--- config.mk ---
export PLATFORM = sky130hd
export DESIGN_NAME = str_seq
export DESIGN_NICKNAME = d
export VERILOG_FILES = /design/src/rtl/str_seq_pkg.sv /design/src/rtl/str_seq_regs.sv /design/src/rtl/str_seq_ctrl.sv /design/src/rtl/str_seq.sv
export SDC_FILE = /design/constraint.sdc
export NUM_CORES = 1
export LEC_CHECK = 0
export BUFFER_PORTS_ARGS = -buffer_cell sky130_fd_sc_hd__buf_4
export CAP_MARGIN = 10
export CORE_ASPECT_RATIO = 1.4
export CORE_MARGIN = 3
export CORE_UTILIZATION = 50
export DETAILED_ROUTE_END_ITERATION = 12
export PLACE_DENSITY = 0.83
export REMOVE_ABC_BUFFERS = 1
export SKIP_LAST_GASP = 1
export SLEW_MARGIN = 20
export SYNTH_ARGS = -nofsm -noshare
export SYNTH_HDL_FRONTEND = slang
export SYNTH_HIERARCHICAL = 1
export SYNTH_SLANG_ARGS = --single-unit
--- constraint.sdc ---
create_clock -name clk_i -period 2.5 [get_ports clk_i]
set_input_delay 0.125 -clock clk_i [delete_from_list [all_inputs] [get_ports clk_i]]
set_output_delay 0.125 -clock clk_i [all_outputs]
set_load 0.05 [all_outputs]
--- src/rtl/str_seq_pkg.sv ---
package str_seq_pkg;
  typedef enum logic {OP_MOVE = 1'b0, OP_CMP = 1'b1} op_e;
  // ST_LAST: write cycle for move, compare cycle for compare
  typedef enum logic [1:0] {ST_IDLE, ST_RD_SRC, ST_RD_DST, ST_LAST} st_e;
endpackage

--- src/rtl/str_seq_regs.sv ---
module str_seq_regs #(
  parameter int AW = 16,
  parameter int CW = 16
) (
  input  logic          clk_i,
  input  logic          rst_ni,
  input  logic          load_i,
  input  logic          step_i,
  input  logic [AW-1:0] src_i,
  input  logic [AW-1:0] dst_i,
  input  logic [CW-1:0] cnt_i,
  output logic [AW-1:0] src_o,
  output logic [AW-1:0] dst_o,
  output logic [CW-1:0] cnt_o,
  output logic          cnt_one_o
);
  localparam int NPTR = 2;

  logic [NPTR-1:0][AW-1:0] ptr_init, ptr_q;
  logic [CW-1:0]           cnt_q;

  assign ptr_init = {dst_i, src_i};

  for (genvar g = 0; g < NPTR; g++) begin : g_ptr
    always_ff @(posedge clk_i or negedge rst_ni) begin
      if (!rst_ni)     ptr_q[g] <= '0;
      else if (load_i) ptr_q[g] <= ptr_init[g];
      else if (step_i) ptr_q[g] <= ptr_q[g] + AW'(1);
    end
  end

  always_ff @(posedge clk_i or negedge rst_ni) begin
    if (!rst_ni)     cnt_q <= '0;
    else if (load_i) cnt_q <= cnt_i;
    else if (step_i) cnt_q <= cnt_q - CW'(1);
  end

  assign src_o     = ptr_q[0];
  assign dst_o     = ptr_q[1];
  assign cnt_o     = cnt_q;
  assign cnt_one_o = (cnt_q == CW'(1));


  ptr_step_chk: assert property (@(posedge clk_i) disable iff (!rst_ni)
    step_i |=> (ptr_q[0] == $past(ptr_q[0]) + AW'(1)) &&
               (ptr_q[1] == $past(ptr_q[1]) + AW'(1)) &&
               (cnt_q == $past(cnt_q) - CW'(1)));


  load_val_chk: assert property (@(posedge clk_i) disable iff (!rst_ni)
    load_i |=> (ptr_q[0] == $past(src_i)) && (ptr_q[1] == $past(dst_i)) &&
               (cnt_q == $past(cnt_i)));
endmodule

--- src/rtl/str_seq_ctrl.sv ---
module str_seq_ctrl
  import str_seq_pkg::*;
(
  input  logic       clk_i,
  input  logic       rst_ni,
  input  logic       start_i,
  input  logic       mode_i,
  input  logic       cnt_in_zero_i,
  input  logic       cnt_one_i,
  input  logic [7:0] rdata_i,
  output logic       load_o,
  output logic       step_o,
  output logic       req_o,
  output logic       we_o,
  output logic       addr_dst_o,
  output logic [7:0] wdata_o,
  output logic       done_o,
  output logic       mismatch_o
);
  st_e        state_q, state_d;
  op_e        mode_q;
  logic [7:0] byte_q;
  logic       done_q, miss_q;
  logic       fin, miss;

  always_comb begin
    state_d    = state_q;
    load_o     = 1'b0;
    step_o     = 1'b0;
    req_o      = 1'b0;
    we_o       = 1'b0;
    addr_dst_o = 1'b0;
    fin        = 1'b0;
    miss       = 1'b0;
    unique case (state_q)
      ST_IDLE: if (start_i) begin
        load_o = 1'b1;
        if (cnt_in_zero_i) fin = 1'b1;
        else               state_d = ST_RD_SRC;
      end
      ST_RD_SRC: begin
        req_o   = 1'b1;
        state_d = (mode_q == OP_CMP) ? ST_RD_DST : ST_LAST;
      end
      ST_RD_DST: begin
        req_o      = 1'b1;
        addr_dst_o = 1'b1;
        state_d    = ST_LAST;
      end
      ST_LAST: begin
        step_o = 1'b1;
        if (mode_q == OP_MOVE) begin
          req_o      = 1'b1;
          we_o       = 1'b1;
          addr_dst_o = 1'b1;
        end else if (rdata_i != byte_q) begin
          miss = 1'b1;
        end
        if (miss || cnt_one_i) begin
          fin     = 1'b1;
          state_d = ST_IDLE;
        end else begin
          state_d = ST_RD_SRC;
        end
      end
      default: state_d = ST_IDLE;
    endcase
  end

  always_ff @(posedge clk_i or negedge rst_ni) begin
    if (!rst_ni) begin
      state_q <= ST_IDLE;
      mode_q  <= OP_MOVE;
      byte_q  <= '0;
      done_q  <= 1'b0;
      miss_q  <= 1'b0;
    end else begin
      state_q <= state_d;
      done_q  <= fin;
      if (load_o) mode_q <= op_e'(mode_i);
      // source byte returns in the cycle after its read
      if (state_q == ST_RD_DST) byte_q <= rdata_i;
      if (load_o)    miss_q <= 1'b0;
      else if (miss) miss_q <= 1'b1;
    end
  end

  assign wdata_o    = rdata_i;
  assign done_o     = done_q;
  assign mismatch_o = miss_q;


  move_wr_order_chk: assert property (@(posedge clk_i) disable iff (!rst_ni)
    we_o |-> ($past(state_q) == ST_RD_SRC) && (mode_q == OP_MOVE));


  cmp_seq_chk: assert property (@(posedge clk_i) disable iff (!rst_ni)
    (state_q == ST_LAST && mode_q == OP_CMP) |-> $past(state_q) == ST_RD_DST);


  miss_at_end_chk: assert property (@(posedge clk_i) disable iff (!rst_ni)
    $rose(miss_q) |-> done_q && (state_q == ST_IDLE));


  done_idle_chk: assert property (@(posedge clk_i) disable iff (!rst_ni)
    done_q |-> (state_q == ST_IDLE) && !req_o);
endmodule

--- src/rtl/str_seq.sv ---
module str_seq #(
  parameter int AW = 16,
  parameter int CW = 16
) (
  input  logic          clk_i,
  input  logic          rst_ni,
  input  logic          start_i,
  input  logic          mode_i,
  input  logic [AW-1:0] src_i,
  input  logic [AW-1:0] dst_i,
  input  logic [CW-1:0] cnt_i,
  output logic          mem_req_o,
  output logic          mem_we_o,
  output logic [AW-1:0] mem_addr_o,
  output logic [7:0]    mem_wdata_o,
  input  logic [7:0]    mem_rdata_i,
  output logic          done_o,
  output logic          mismatch_o,
  output logic [AW-1:0] src_o,
  output logic [AW-1:0] dst_o,
  output logic [CW-1:0] cnt_o
);
  logic load, step, addr_dst, cnt_one;

  str_seq_regs #(.AW(AW), .CW(CW)) u_regs (
    .clk_i, .rst_ni,
    .load_i    (load),
    .step_i    (step),
    .src_i, .dst_i, .cnt_i,
    .src_o, .dst_o, .cnt_o,
    .cnt_one_o (cnt_one)
  );

  str_seq_ctrl u_ctrl (
    .clk_i, .rst_ni, .start_i, .mode_i,
    .cnt_in_zero_i (cnt_i == '0),
    .cnt_one_i     (cnt_one),
    .rdata_i       (mem_rdata_i),
    .load_o        (load),
    .step_o        (step),
    .req_o         (mem_req_o),
    .we_o          (mem_we_o),
    .addr_dst_o    (addr_dst),
    .wdata_o       (mem_wdata_o),
    .done_o, .mismatch_o
  );

  assign mem_addr_o = addr_dst ? dst_o : src_o;


  done_cnt_chk: assert property (@(posedge clk_i) disable iff (!rst_ni)
    (done_o && !mismatch_o) |-> cnt_o == '0);


  we_needs_req_chk: assert property (@(posedge clk_i) disable iff (!rst_ni)
    mem_we_o |-> mem_req_o && $past(mem_req_o) && !$past(mem_we_o));
endmodule

After elaboration in Yosys (flattened, before gate mapping) --
Index checks and enable logic that the tools add are counted.
Word-level totals: flip-flop bits (word level) 61, input bits 60, RAM bits 0, latch bits 0, bits in read-only memories 0, memories 0
Cells by class: add/sub/neg operators 3, divide/modulo/power cells 0, multipliers 0, bitwise operators 0, order comparisons 0, shift operators 0, eq/ne operators 7, reduce and logical (&&, ||, !) cells 7, mux-type cells 29
Operators with widths (number):
- two-way mux 16 bit | 7
- adder 16 x 1 -> 16 bit, second input constant | 2
- == test 16 x 1 -> 1 bit, second input constant | 1
- logical NOT 16 bit | 1
- two-way mux 1 bit | 16
- subtractor 16 x 1 -> 16 bit, second input constant | 1
- inequality test 8 bit | 1
- one-hot mux 2 bit (4 select lines) | 1
- one-hot mux 1 bit (2 select lines) | 3
- == test 2 bit, second input constant | 2
- two-way mux 2 bit | 2
- inequality test 2 bit, second input constant | 2
- nonzero test 2 bit | 2
- == test 2 x 1 -> 1 bit, second input constant | 1
- logical NOT 2 bit | 1
- AND reduction 2 bit | 1
- OR reduction 2 bit | 1
- logical OR 1 bit | 1

Longest topological paths before layout --
depth after elaboration 7, depth in mapped cells 9, mapped depth without buffers 7

Hierarchy --
Netlist, hierarchy kept.
By module, submodules not included:
- str_seq_regs | times used 1, area each 2677.6 µm², cells each 298
- str_seq_ctrl | times used 1, area each 775.7 µm², cells each 71
- str_seq | times used 1, area each 282.8 µm², cells each 23

Worst setup path before layout --
OpenSTA, ideal clock, no wires.
path type reg2out, start register u_ctrl.state_q[0], end output port mem_addr_o[10], arrival time 2.267 ns, path buffers 2, stages on the path, launching flop included 7, path slack 0.108 ns, cell sequence dfrtp_1 -> ha_1 -> nor2b_1 -> or2_2 -> buf_6 -> buf_12 -> mux2_4
Between the ends: cells in the longest elaborated chain, start to end 3, elaborated cells between the ends (all ways) 4, classes of those cells 2 x eq/ne; 2 x mux
Ends and longest elaborated chain:
- from (decl) | line str_seq_ctrl.sv:20 | st_e state_q, state_d;
- from (signal assigned) | line str_seq_ctrl.sv:78 | state_q <= state_d;
- == test 2 bit | line str_seq_ctrl.sv:35 | unique case (state_q)
- one-hot mux 1 bit (2 select lines) (*) | line str_seq_ctrl.sv:35
- net addr_dst | line str_seq.sv:23 | logic load, step, addr_dst, cnt_one;
- two-way mux 16 bit (*) | line str_seq.sv:48 | assign mem_addr_o = addr_dst ? dst_o : src_o;
- to (decl) | line str_seq.sv:14 | output logic [AW-1:0] mem_addr_o,
Mark *: on every way through the listed nets, which the timed path passes. The rest lies on a longest branch.

Worst setup path after layout --
start register u_ctrl.state_q[1], end output port mem_addr_o[2]
The elaborated chain is that of the path after synthesis.

==> run_results.csv <==
group,metric,value,unit
status,outcome,"completed",
clock_tree,cts.htree.levels,3,
route,routed_wirelength,10500,um
timing,fin_skew,0.00945,ns
route,drc,0,
critical_path,cp-start-kind,"flop",
hold_path,hp-class,"in2reg",
timing,max_freq,0.418,GHz
clock_tree,numClockSinks,61,
floorplan,core,7120,um2
synthesis,yosys.area_share.simple,20.8,%
route,wl_met3,587,um
route,antenna_left,0,
timing,rsz0062_at_grt,"no",
clock_tree,cts_tree,"done",
clock_tree,cts_root_buf,"clkbuf_8",
global_routing,globalRouteOverflowTotal,0,
global_routing,grt_first_pass_wirelength,16600,um
timing,finalMaxSlewViolations,0,
cells_and_area,syn2layout_area_growth,39.0,%
cells_and_area,n_antenna_cell,0,
global_routing,grt_pass1_vias,3470,
synthesis,synthArstFlopShare,100,%
global_routing,grt_max_degree,62,
route,wl_per_cell,16.4,um
place,dp.cells,601,
timing,period_minus_slack,2.39,ns
timing,setup_viol,0,
cells_and_area,nFillCells,549,
global_routing,antenna_found_initial,0,
critical_path,startpoint,"u_ctrl/state_q[1]$_DFFE_PN0P_",
critical_path,rr_startpoint,"u_ctrl/state_q[1]$_DFFE_PN0P_",
clock_tree,ctsLongestPathBuffers,2,
synthesis,synth-main-ff-cell,"dfrtp_1",
critical_path,endpoint_kind,"output port",
floorplan,dieArea,8560,um2
cells_and_area,drive_above_1_share,35.0,%
cells_and_area,layout_commonest_cell,"buf_4",
synthesis,yosysSeqAreaShare,40.9,%
place,dp_hpwl,7650,um
timing,tightest_slew,0.795,ns
clock_tree,cts_setup_buffers,0,
route,wl_met2,5450,um
floorplan,initial_core_util,52.5,%
timing,final_hold_viol_count,0,
synthesis,synth_compound_area_share,9.98,%
clock_tree,cts.clk_slew.worst_paths,0.07,ns
cells_and_area,final_nets,610,
hold_path,hold_start,"dst_i[6]",
synthesis,synth_mux_area_share,9.04,%
cells_and_area,utilization,73.0,%
synthesis,synth_cells,392,
floorplan,num_rows,36,
critical_path,worst-setup-path-type,"reg2out",
timing,finalWorstSetupSlack,0.110,ns
place,pre_cts_ws,0.489,ns
run,max-cap-violations,0,
floorplan,die_x,79.1,um
synthesis,ys_warn_count,6,
place,gp_congestion,0.832,
cells_and_area,final_cell_mix,"buf_4 (142), dfrtp_1 (61), nand2_1 (53), o21ai_0 (44), xnor2_1 (25)",
synthesis,syn_area,3740,um2
place,port_buffers,135,
clock_tree,cts-buffers-inserted,9,
timing,post-route-period-util,95.6,%
route,drt-pass1-iter-count,4,
critical_path,arrival,2.27,ns
cells_and_area,layout.cells.non_filler,641,
route,routed.top_layer,"met4",
synthesis,synth_top_family_by_area,"simple AND/OR/NAND/NOR gates",
synthesis,syn-mean-instance-area,9.53,um2
route,drt_iter0_drc,234,
critical_path,cp_max_fo,16,
synthesis,synth-adder-area-share,3.01,%
synthesis,synth_edf_count,0,
route,via_count,3523,
timing,finalSetupTns,0,ns
route,routed_via_density,5.50,
synthesis,synth-xor-area-share,10.3,%
floorplan,io_pins,136,
synthesis,synth_cell_types,50,
floorplan,fp.dieH,108,um
synthesis,synth-seq-cells,61,
global_routing,gr-usage-all-layers,24.7,%
timing,slew_headroom,47.0,%
route,wl_met1,4140,um
critical_path,worstPathRequired,2.38,ns
clock_tree,clk_latency,0.34,ns
-- through the flow --
stage | area, um2 | hold WS [ns]
after global routing | 5190 | 0.00386
after CTS | 5190 | 0.000181
after global placement | 4750 | 0.248
after detailed placement | 4750 | 0.256
final | 5190 | 0.0100
after floorplan | 3560 | -0.171
-- metal layers --
layer	vias up	GRT usage, %
li1	1675	-
met1	1700	28.9
met2	122	43.1
met3	26	5.25
met4	0	11.2
met5	-	0
-- state kept, by name, summed over array words and instances (netlist names) --
name and cells:
u_regs/cnt_o 16, u_ctrl/done_o 1, u_ctrl/mismatch_o 1, u_regs/dst_o 16, u_ctrl/state_q 2, u_regs/src_o 16, u_ctrl/mode_q 1, u_ctrl/byte_q 8
-- synthesized netlist by cell type (10+ instances only) --
| cell | number | area (um2) |
|---|---|---|
| xnor2_1 | 25 | 219 |
| xor2_1 | 19 | 166 |
| mux2_4 | 10 | 150 |
| nor2_1 | 16 | 60.1 |
| nand4_1 | 17 | 106 |
| inv_1 | 13 | 48.8 |
| nand2_1 | 53 | 199 |
| nand3_1 | 15 | 75.1 |
| dfrtp_1 | 61 | 1530 |
| clkbuf_1 | 12 | 45.0 |
| o21ai_0 | 44 | 220 |
| mux2_2 | 14 | 158 |
-- final cells by class --
class	count	area, um2	share of cell area, %
clock inverter	5	75.1	1.45
sequential	61	1530	29.4
tap	95	119	2.29
clock buffer	11	131	2.53
timing repair buffer	166	1310	25.2
multi-input combinational	290	1990	38.3
inverter	13	48.8	0.940
-- what timing repair did --
action	CTS	global route
endpoints found under the hold margin	84	0
endpoints found under the setup margin	0	0
hold buffers	24	0
resized for setup	0	0
-- worst paths after layout --
check / slack [ns] / to / depth (start not counted)
min in group asynchronous: 0.39 / u_regs/src_o[1]$_DFFE_PN0P_ / 2
max in group asynchronous: 1.56 / u_regs/dst_o[11]$_DFFE_PN0P_ / 2
worst max register to register: 0.41 / u_regs/dst_o[15]$_DFFE_PN0P_ / 6
worst min register to register: 0.53 / u_ctrl/mismatch_o$_DFFE_PN0P_ / 2
worst max-delay path: 0.11 / mem_addr_o[2] / 5
worst min-delay path: 0.01 / u_regs/dst_o[6]$_DFFE_PN0P_ / 3
-- worst max-delay path, cell delays in order (launching register included) --
cell     delay, ns
dfrtp_1       0.40
ha_1          0.22
nor2b_1       0.23
or2_2         0.49
mux2_2        0.40
buf_4         0.19
-- logic make-up (layout without fill, tap and decap cells) --
kind of cell,count (synthesis),in the layout
compound gates,64,64
simple gates,146,146
buf+inv,41,195
xor+xnor,44,44
fa+ha+maj,9,9
mux,27,27
flops,61,61
Power is left out: the tool's default activity adds up to more than one toggle a clock period on the data nets, which glitch-free logic cannot reach.
